<file path="config.mk">
export PLATFORM = sky130hd
export DESIGN_NAME = kbd_sc2_decoder
export DESIGN_NICKNAME = d
export VERILOG_FILES = /design/src/rtl/kbd_sc2_pkg.sv /design/src/rtl/kbd_rsp_class.sv /design/src/rtl/kbd_pause_match.sv /design/src/rtl/kbd_seq_fsm.sv /design/src/rtl/kbd_evt_out.sv /design/src/rtl/kbd_sc2_decoder.sv
export SDC_FILE = /design/constraint.sdc
export NUM_CORES = 1
export LEC_CHECK = 0
export BUFFER_PORTS_ARGS = -buffer_cell sky130_fd_sc_hd__buf_4
export CAP_MARGIN = 40
export CORE_MARGIN = 2
export CORE_UTILIZATION = 50
export CTS_CLUSTER_DIAMETER = 200
export DETAILED_ROUTE_END_ITERATION = 10
export GPL_TIMING_DRIVEN = 1
export PLACE_DENSITY = 0.71
export SYNTH_ARGS = -nofsm -noshare
export SYNTH_HDL_FRONTEND = slang
export SYNTH_HIERARCHICAL = 1
export SYNTH_SLANG_ARGS = --single-unit
</file>
<file path="constraint.sdc">
create_clock -name clk -period 3.3 [get_ports clk]
set_clock_uncertainty 0.1 [all_clocks]
set_input_delay 0.165 -clock clk [delete_from_list [all_inputs] [get_ports clk]]
set_output_delay 0.165 -clock clk [all_outputs]
set_load 0.02 [all_outputs]
</file>
<file path="src/rtl/kbd_sc2_pkg.sv">
package kbd_sc2_pkg;

   typedef enum logic [3:0] {
      S_IDLE,
      S_REL,
      S_EXT,
      S_EXT_REL,
      S_PRT_M1,
      S_PRT_M2,
      S_PRT_B1,
      S_PRT_B2,
      S_PRT_B3,
      S_PAUSE
   } seq_state_e;

   typedef enum logic [2:0] {
      RSP_PASS    = 3'd0,
      RSP_FAIL    = 3'd1,
      RSP_ACK     = 3'd2,
      RSP_ECHO    = 3'd3,
      RSP_RESEND  = 3'd4,
      RSP_OVERRUN = 3'd5
   } rsp_kind_e;

   typedef struct packed {
      logic [7:0] code;
      logic       ext;
      logic       rel;
   } key_evt_t;

   localparam logic [7:0] PFX_EXT   = 8'hE0;
   localparam logic [7:0] PFX_BRK   = 8'hF0;
   localparam logic [7:0] PFX_PAUSE = 8'hE1;
   localparam logic [7:0] PRT_LEAD  = 8'h12;
   localparam logic [7:0] PRT_KEY   = 8'h7C;

   localparam int PAUSE_LEN   = 8;
   localparam int PAUSE_IDX_W = $clog2(PAUSE_LEN);

   // Expected byte at each position of the pause sequence.
   function automatic logic [7:0] pause_byte(input logic [PAUSE_IDX_W-1:0] idx);
      logic [7:0] r;
      case (idx)
         3'd0:    r = 8'hE1;
         3'd1:    r = 8'h14;
         3'd2:    r = 8'h77;
         3'd3:    r = 8'hE1;
         3'd4:    r = 8'hF0;
         3'd5:    r = 8'h14;
         3'd6:    r = 8'hF0;
         default: r = 8'h77;
      endcase
      return r;
   endfunction

endpackage

</file>
<file path="src/rtl/kbd_rsp_class.sv">
module kbd_rsp_class
   import kbd_sc2_pkg::*;
(
   input  logic [7:0] byte_i,
   output logic       hit_o,
   output rsp_kind_e  kind_o
);
   always_comb begin
      hit_o  = 1'b1;
      kind_o = RSP_PASS;
      case (byte_i)
         8'hAA:        kind_o = RSP_PASS;
         8'hFC:        kind_o = RSP_FAIL;
         8'hFA:        kind_o = RSP_ACK;
         8'hEE:        kind_o = RSP_ECHO;
         8'hFE:        kind_o = RSP_RESEND;
         8'h00, 8'hFF: kind_o = RSP_OVERRUN;
         default:      hit_o  = 1'b0;
      endcase
   end
endmodule

</file>
<file path="src/rtl/kbd_pause_match.sv">
module kbd_pause_match
   import kbd_sc2_pkg::*;
(
   input  logic [PAUSE_IDX_W-1:0] idx_i,
   input  logic [7:0]             byte_i,
   output logic                   match_o,
   output logic                   last_o
);
   assign match_o = (byte_i == pause_byte(idx_i));
   assign last_o  = (idx_i == PAUSE_IDX_W'(PAUSE_LEN - 1));
endmodule

</file>
<file path="src/rtl/kbd_seq_fsm.sv">
module kbd_seq_fsm
   import kbd_sc2_pkg::*;
#(
   parameter int PRT_MERGE = 1
)(
   input  logic                   clk,
   input  logic                   rst_n,
   input  logic [7:0]             byte_i,
   input  logic                   vld_i,
   input  logic                   rsp_hit_i,
   input  logic                   pz_match_i,
   input  logic                   pz_last_i,
   output logic [PAUSE_IDX_W-1:0] pz_idx_o,
   output logic                   evt_fire_o,
   output key_evt_t               evt_o,
   output logic                   rsp_fire_o
);
   seq_state_e             st, nxt;
   logic [PAUSE_IDX_W-1:0] idx, nxt_idx;
   logic                   prt_en;
   logic                   is_pfx;

   generate
      if (PRT_MERGE != 0) begin : g_prt_merge
         assign prt_en = 1'b1;
      end else begin : g_prt_plain
         assign prt_en = 1'b0;
      end
   endgenerate

   assign is_pfx   = (byte_i == PFX_EXT) || (byte_i == PFX_BRK) || (byte_i == PFX_PAUSE);
   assign pz_idx_o = idx;

   always_comb begin
      nxt        = st;
      nxt_idx    = idx;
      evt_fire_o = 1'b0;
      evt_o      = '0;
      rsp_fire_o = 1'b0;
      if (vld_i) begin
         case (st)
            S_IDLE: begin
               if (byte_i == PFX_EXT) begin
                  nxt = S_EXT;
               end else if (byte_i == PFX_BRK) begin
                  nxt = S_REL;
               end else if (byte_i == PFX_PAUSE) begin
                  nxt     = S_PAUSE;
                  nxt_idx = PAUSE_IDX_W'(1);
               end else if (rsp_hit_i) begin
                  rsp_fire_o = 1'b1;
               end else begin
                  evt_fire_o = 1'b1;
                  evt_o.code = byte_i;
               end
            end
            S_REL: begin
               nxt = S_IDLE;
               if (!is_pfx) begin
                  evt_fire_o = 1'b1;
                  evt_o.code = byte_i;
                  evt_o.rel  = 1'b1;
               end
            end
            S_EXT: begin
               nxt = S_IDLE;
               if (byte_i == PFX_BRK) begin
                  nxt = S_EXT_REL;
               end else if (prt_en && byte_i == PRT_LEAD) begin
                  nxt = S_PRT_M1;
               end else if (!is_pfx) begin
                  evt_fire_o = 1'b1;
                  evt_o.code = byte_i;
                  evt_o.ext  = 1'b1;
               end
            end
            S_EXT_REL: begin
               nxt = S_IDLE;
               if (prt_en && byte_i == PRT_KEY) begin
                  nxt = S_PRT_B1;
               end else if (!is_pfx) begin
                  evt_fire_o = 1'b1;
                  evt_o.code = byte_i;
                  evt_o.ext  = 1'b1;
                  evt_o.rel  = 1'b1;
               end
            end
            S_PRT_M1: nxt = (byte_i == PFX_EXT) ? S_PRT_M2 : S_IDLE;
            S_PRT_M2: begin
               nxt = S_IDLE;
               if (byte_i == PRT_KEY) begin
                  evt_fire_o = 1'b1;
                  evt_o.code = PRT_KEY;
                  evt_o.ext  = 1'b1;
               end
            end
            S_PRT_B1: nxt = (byte_i == PFX_EXT) ? S_PRT_B2 : S_IDLE;
            S_PRT_B2: nxt = (byte_i == PFX_BRK) ? S_PRT_B3 : S_IDLE;
            S_PRT_B3: begin
               nxt = S_IDLE;
               if (byte_i == PRT_LEAD) begin
                  evt_fire_o = 1'b1;
                  evt_o.code = PRT_KEY;
                  evt_o.ext  = 1'b1;
                  evt_o.rel  = 1'b1;
               end
            end
            S_PAUSE: begin
               if (!pz_match_i) begin
                  nxt = S_IDLE;
               end else if (pz_last_i) begin
                  nxt        = S_IDLE;
                  evt_fire_o = 1'b1;
                  evt_o.code = PFX_PAUSE;
               end else begin
                  nxt_idx = idx + 1'b1;
               end
            end
            default: nxt = S_IDLE;
         endcase
      end
   end

   always_ff @(posedge clk or negedge rst_n) begin
      if (!rst_n) begin
         st  <= S_IDLE;
         idx <= '0;
      end else begin
         st  <= nxt;
         idx <= nxt_idx;
      end
   end
endmodule

</file>
<file path="src/rtl/kbd_evt_out.sv">
module kbd_evt_out
   import kbd_sc2_pkg::*;
(
   input  logic       clk,
   input  logic       rst_n,
   input  logic       evt_fire_i,
   input  key_evt_t   evt_i,
   input  logic       rsp_fire_i,
   input  rsp_kind_e  rsp_kind_i,
   output logic       evt_vld_o,
   output key_evt_t   evt_o,
   output logic       stat_vld_o,
   output logic [2:0] stat_kind_o
);
   always_ff @(posedge clk or negedge rst_n) begin
      if (!rst_n) begin
         evt_vld_o   <= 1'b0;
         evt_o       <= '0;
         stat_vld_o  <= 1'b0;
         stat_kind_o <= '0;
      end else begin
         evt_vld_o  <= evt_fire_i;
         stat_vld_o <= rsp_fire_i;
         if (evt_fire_i) evt_o       <= evt_i;
         if (rsp_fire_i) stat_kind_o <= rsp_kind_i;
      end
   end
endmodule

</file>
<file path="src/rtl/kbd_sc2_decoder.sv">
module kbd_sc2_decoder
   import kbd_sc2_pkg::*;
#(
   parameter int BYTE_W    = 8,
   parameter int PRT_MERGE = 1
)(
   input  logic              clk,
   input  logic              rst_n,
   input  logic [BYTE_W-1:0] byte_i,
   input  logic              byte_vld_i,
   output logic              evt_vld_o,
   output logic [BYTE_W-1:0] evt_code_o,
   output logic              evt_ext_o,
   output logic              evt_rel_o,
   output logic              stat_vld_o,
   output logic [2:0]        stat_kind_o
);
   generate
      if (BYTE_W != 8) begin : g_bad_width
         initial $fatal(1, "kbd_sc2_decoder: BYTE_W must be 8");
      end
      if (PRT_MERGE != 0 && PRT_MERGE != 1) begin : g_bad_prt
         initial $fatal(1, "kbd_sc2_decoder: PRT_MERGE must be 0 or 1");
      end
   endgenerate

   logic                   rsp_hit;
   rsp_kind_e              rsp_kind;
   logic                   pz_match, pz_last;
   logic [PAUSE_IDX_W-1:0] pz_idx;
   logic                   evt_fire, rsp_fire;
   key_evt_t               evt_nxt, evt_q;

   kbd_rsp_class i_rsp (
      .byte_i (byte_i),
      .hit_o  (rsp_hit),
      .kind_o (rsp_kind)
   );

   kbd_pause_match i_pz (
      .idx_i   (pz_idx),
      .byte_i  (byte_i),
      .match_o (pz_match),
      .last_o  (pz_last)
   );

   kbd_seq_fsm #(.PRT_MERGE(PRT_MERGE)) i_fsm (
      .clk        (clk),
      .rst_n      (rst_n),
      .byte_i     (byte_i),
      .vld_i      (byte_vld_i),
      .rsp_hit_i  (rsp_hit),
      .pz_match_i (pz_match),
      .pz_last_i  (pz_last),
      .pz_idx_o   (pz_idx),
      .evt_fire_o (evt_fire),
      .evt_o      (evt_nxt),
      .rsp_fire_o (rsp_fire)
   );

   kbd_evt_out i_out (
      .clk         (clk),
      .rst_n       (rst_n),
      .evt_fire_i  (evt_fire),
      .evt_i       (evt_nxt),
      .rsp_fire_i  (rsp_fire),
      .rsp_kind_i  (rsp_kind),
      .evt_vld_o   (evt_vld_o),
      .evt_o       (evt_q),
      .stat_vld_o  (stat_vld_o),
      .stat_kind_o (stat_kind_o)
   );

   assign evt_code_o = evt_q.code;
   assign evt_ext_o  = evt_q.ext;
   assign evt_rel_o  = evt_q.rel;
endmodule

</file>
==> flow_metrics.env <==
export IMPL_reg2reg_slack_ps=470
export IMPL_setup_viol=0
export IMPL_post_dp_hpwl_um=3320
export IMPL_min_from="byte_vld_i"
export IMPL_netlist_area_sq_um=1910
export IMPL_place_port_buffers=25
export IMPL_rsz0062_at_grt="no"
export IMPL_drive_gt1_share_pct=26.1
export IMPL_dp_cells=273
export IMPL_fmax_mhz=353
export IMPL_post_drt_wl_per_cell_um=17.5
export IMPL_critPathKind="reg -> reg"
export IMPL_routed_wl_um=4870
export IMPL_yosys_warnings=6
export IMPL_die_h_um=65.8
export IMPL_htree_levels=1
export IMPL_start_util_pct=52.2
export IMPL_ys_ff_latch=22
export IMPL_path_max_fanout=16
export IMPL_via_per_inst=6.67
export IMPL_fin_setup_tns_ps=0
export IMPL_cts_root_buf="clkbuf_8"
export IMPL_antenna_cells=0
export IMPL_cts_resized=0
export IMPL_fillers=321
export IMPL_min_path_type="in -> reg"
export IMPL_hold_end="i_fsm/st[1]"
export IMPL_area_delta_synth_final_pct=14.7
export IMPL_slew_headroom_pct=42.7
export IMPL_die_w_um=65.8
export IMPL_synth_edf_count=0
export IMPL_ys_types=69
export IMPL_holdBufCountCts=1
export IMPL_grt_pass1_wl_um=7900
export IMPL_drc=0
export IMPL_period_minus_slack_ps=2830
export IMPL_r2r_cells=6
export IMPL_rows=22
export IMPL_clk_latency_ps=270
export IMPL_yosysSeqAreaShare_pct=28.8
export IMPL_r2r_end="i_out/evt_o[6]"
export IMPL_max_cap_viol_count=0
export IMPL_slew_violations=0
export IMPL_via_count=1853
export IMPL_regToRegStartpoint="i_fsm/st[2]"
export IMPL_whs_path_depth=2
export IMPL_hold_viol_final=0
export IMPL_p_per_area_nw_per_um2=630
export IMPL_coreArea_sq_um=3660
export IMPL_grt_pass1_vias=1678
export IMPL_drt_iter0_drc=150
export IMPL_cts_tree="built"
export IMPL_overflow=0
export IMPL_met3_usage_pct=3.24
export IMPL_ios=26
export IMPL_track_usage_pct=23.3
export IMPL_dr_pass1_iters=6
export IMPL_synth_nets=221
export IMPL_tightestPinTransition_ps=848
export IMPL_post_cts_buffers=0
export IMPL_clk_path_buf_depth=2
export IMPL_cp_required_ps=3350
export IMPL_end_kind="flip-flop"
export IMPL_synth_main_ff_cell="dfrtp_1"
export IMPL_p_leak_nw=0.938
export IMPL_ant_nets=0
export IMPL_use_met1_pct=32.2
export IMPL_cts_clk_slew_worst_paths_ps=90
export IMPL_dieArea_sq_um=4330
export IMPL_postSynthCellCount=209
export IMPL_final_cell_mix="buf_4 (28), dfrtp_1 (22), nand2_1 (14)"
export IMPL_clock_sinks=22
export IMPL_status="finished, final reports clean"
export IMPL_nets=243
export IMPL_multi_input_area_sq_um=1260
export IMPL_antenna_found_initial=0
export IMPL_vdd_drop_max_mv=0.387
export IMPL_grt_max_degree=23
export IMPL_gp_congestion=0.855
export IMPL_ys_async_sr_fraction_pct=100
export IMPL_avgSynthCellArea_sq_um=9.14
export IMPL_cp_arrival_ps=2880
export IMPL_worst_setup_path_start_kind="flip-flop"
export IMPL_final_common_cell="buf_4"
export IMPL_cts_buffers=3
export IMPL_seqCellArea_sq_um=551
export IMPL_busiest_layer="met2"
export IMPL_instances_no_fill=278
export IMPL_use_met2_pct=36.9
export IMPL_period_share_pct=85.8
==> synthesized netlist by cell type, drive strengths merged, types with 4 or more instances <==
cell type | number | area [sq um]
dfrtp | 22 | 551
o21ai | 13 | 68.8
nand2 | 14 | 52.6
nor2b | 4 | 32.5
nor3b | 7 | 52.6
inv | 6 | 22.5
nor2 | 9 | 33.8
nor3 | 6 | 35.0
buf | 4 | 41.3
o211ai | 5 | 37.5
a21oi | 6 | 33.8
a31oi | 6 | 37.5
mux2 | 15 | 206
nand3 | 8 | 40.0
and3b | 4 | 35.0
and3 | 7 | 43.8
clkbuf | 8 | 30.0
==> registers in the layout, indices dropped and copies added, names as in the netlist <==
signal             count
i_out/evt_vld_o        1
i_out/evt_o           10
i_out/stat_vld_o       1
i_out/stat_kind_o      3
i_fsm/pz_idx_o         3
i_fsm/st               4
==> power by group <==
group / switching, mW / total, mW / internal, mW
sequential: 0.109 / 0.458 / 0.349
clock: 0.0966 / 0.259 / 0.162
combinational: 0.329 / 0.663 / 0.334
==> stage by stage <==
step                      setup slack (ps)  hold slack (ps)  power [mW]  area, sq um  utilization [%]
after floorplan                        873             -231       0.912         1910                -
after global placement                 617            -37.2        1.10         2110             57.6
after detailed placement               531            -22.8        1.11         2110             57.6
after CTS                              517             45.3        1.38         2190             59.8
after global routing                   359             58.5        1.45         2190             59.8
final                                  468             44.0        1.38         2190             59.8
==> routing by layer <==
layer | part of all wire (%) | up-vias
met5 | 0 | -
met4 | 2.4 | 0
met3 | 7.1 | 20
met2 | 46 | 90
met1 | 45 | 891
li1 | - | 852
==> critical path, stage by stage, from the launching register on <==
cell and delay, ps:
dfrtp_1 560, or4b_2 750, nor3_2 300, nor2_1 190
a41oi_1 230, buf_4 260, mux2_4 320
==> how the worst max path moves through the flow <==
stage,start,endpoint,slack (ps),cells past startpoint
finish,i_fsm/st[2],i_out/evt_o[6],470,6
global route,i_fsm/pz_idx_o[0],i_out/evt_o[0],360,8
CTS,i_fsm/pz_idx_o[0],i_out/evt_o[6],520,8
detailed placement,i_fsm/pz_idx_o[0],i_fsm/pz_idx_o[0],530,8
global placement,i_fsm/st[2],i_out/evt_o[5],620,6
floorplan,i_fsm/pz_idx_o[0],i_out/evt_o[0],870,9
==> final cells by class <==
cell class / instances / area share, %
well taps: 48 / 2.74
clock buffers: 3 / 1.89
clock inverters: 1 / 1.37
flip-flops and latches: 22 / 25.1
multi-input cells: 169 / 57.8
repair buffers: 29 / 10.1
inverters: 6 / 1.03
==> kinds of logic after synthesis <==
kind of cell | after synthesis | synth area share [%]
and+or+nand+nor | 90 | 30.9
AOI/OAI and AO/OA | 59 | 22.0
xor gates and xnor gates | 3 | 1.38
adders and majority gates | 1 | 0.655
buffers and inverters | 18 | 4.91
DFF | 22 | 28.8
muxes | 16 | 11.3
No activity file was read; power rests on OpenSTA's default activity.
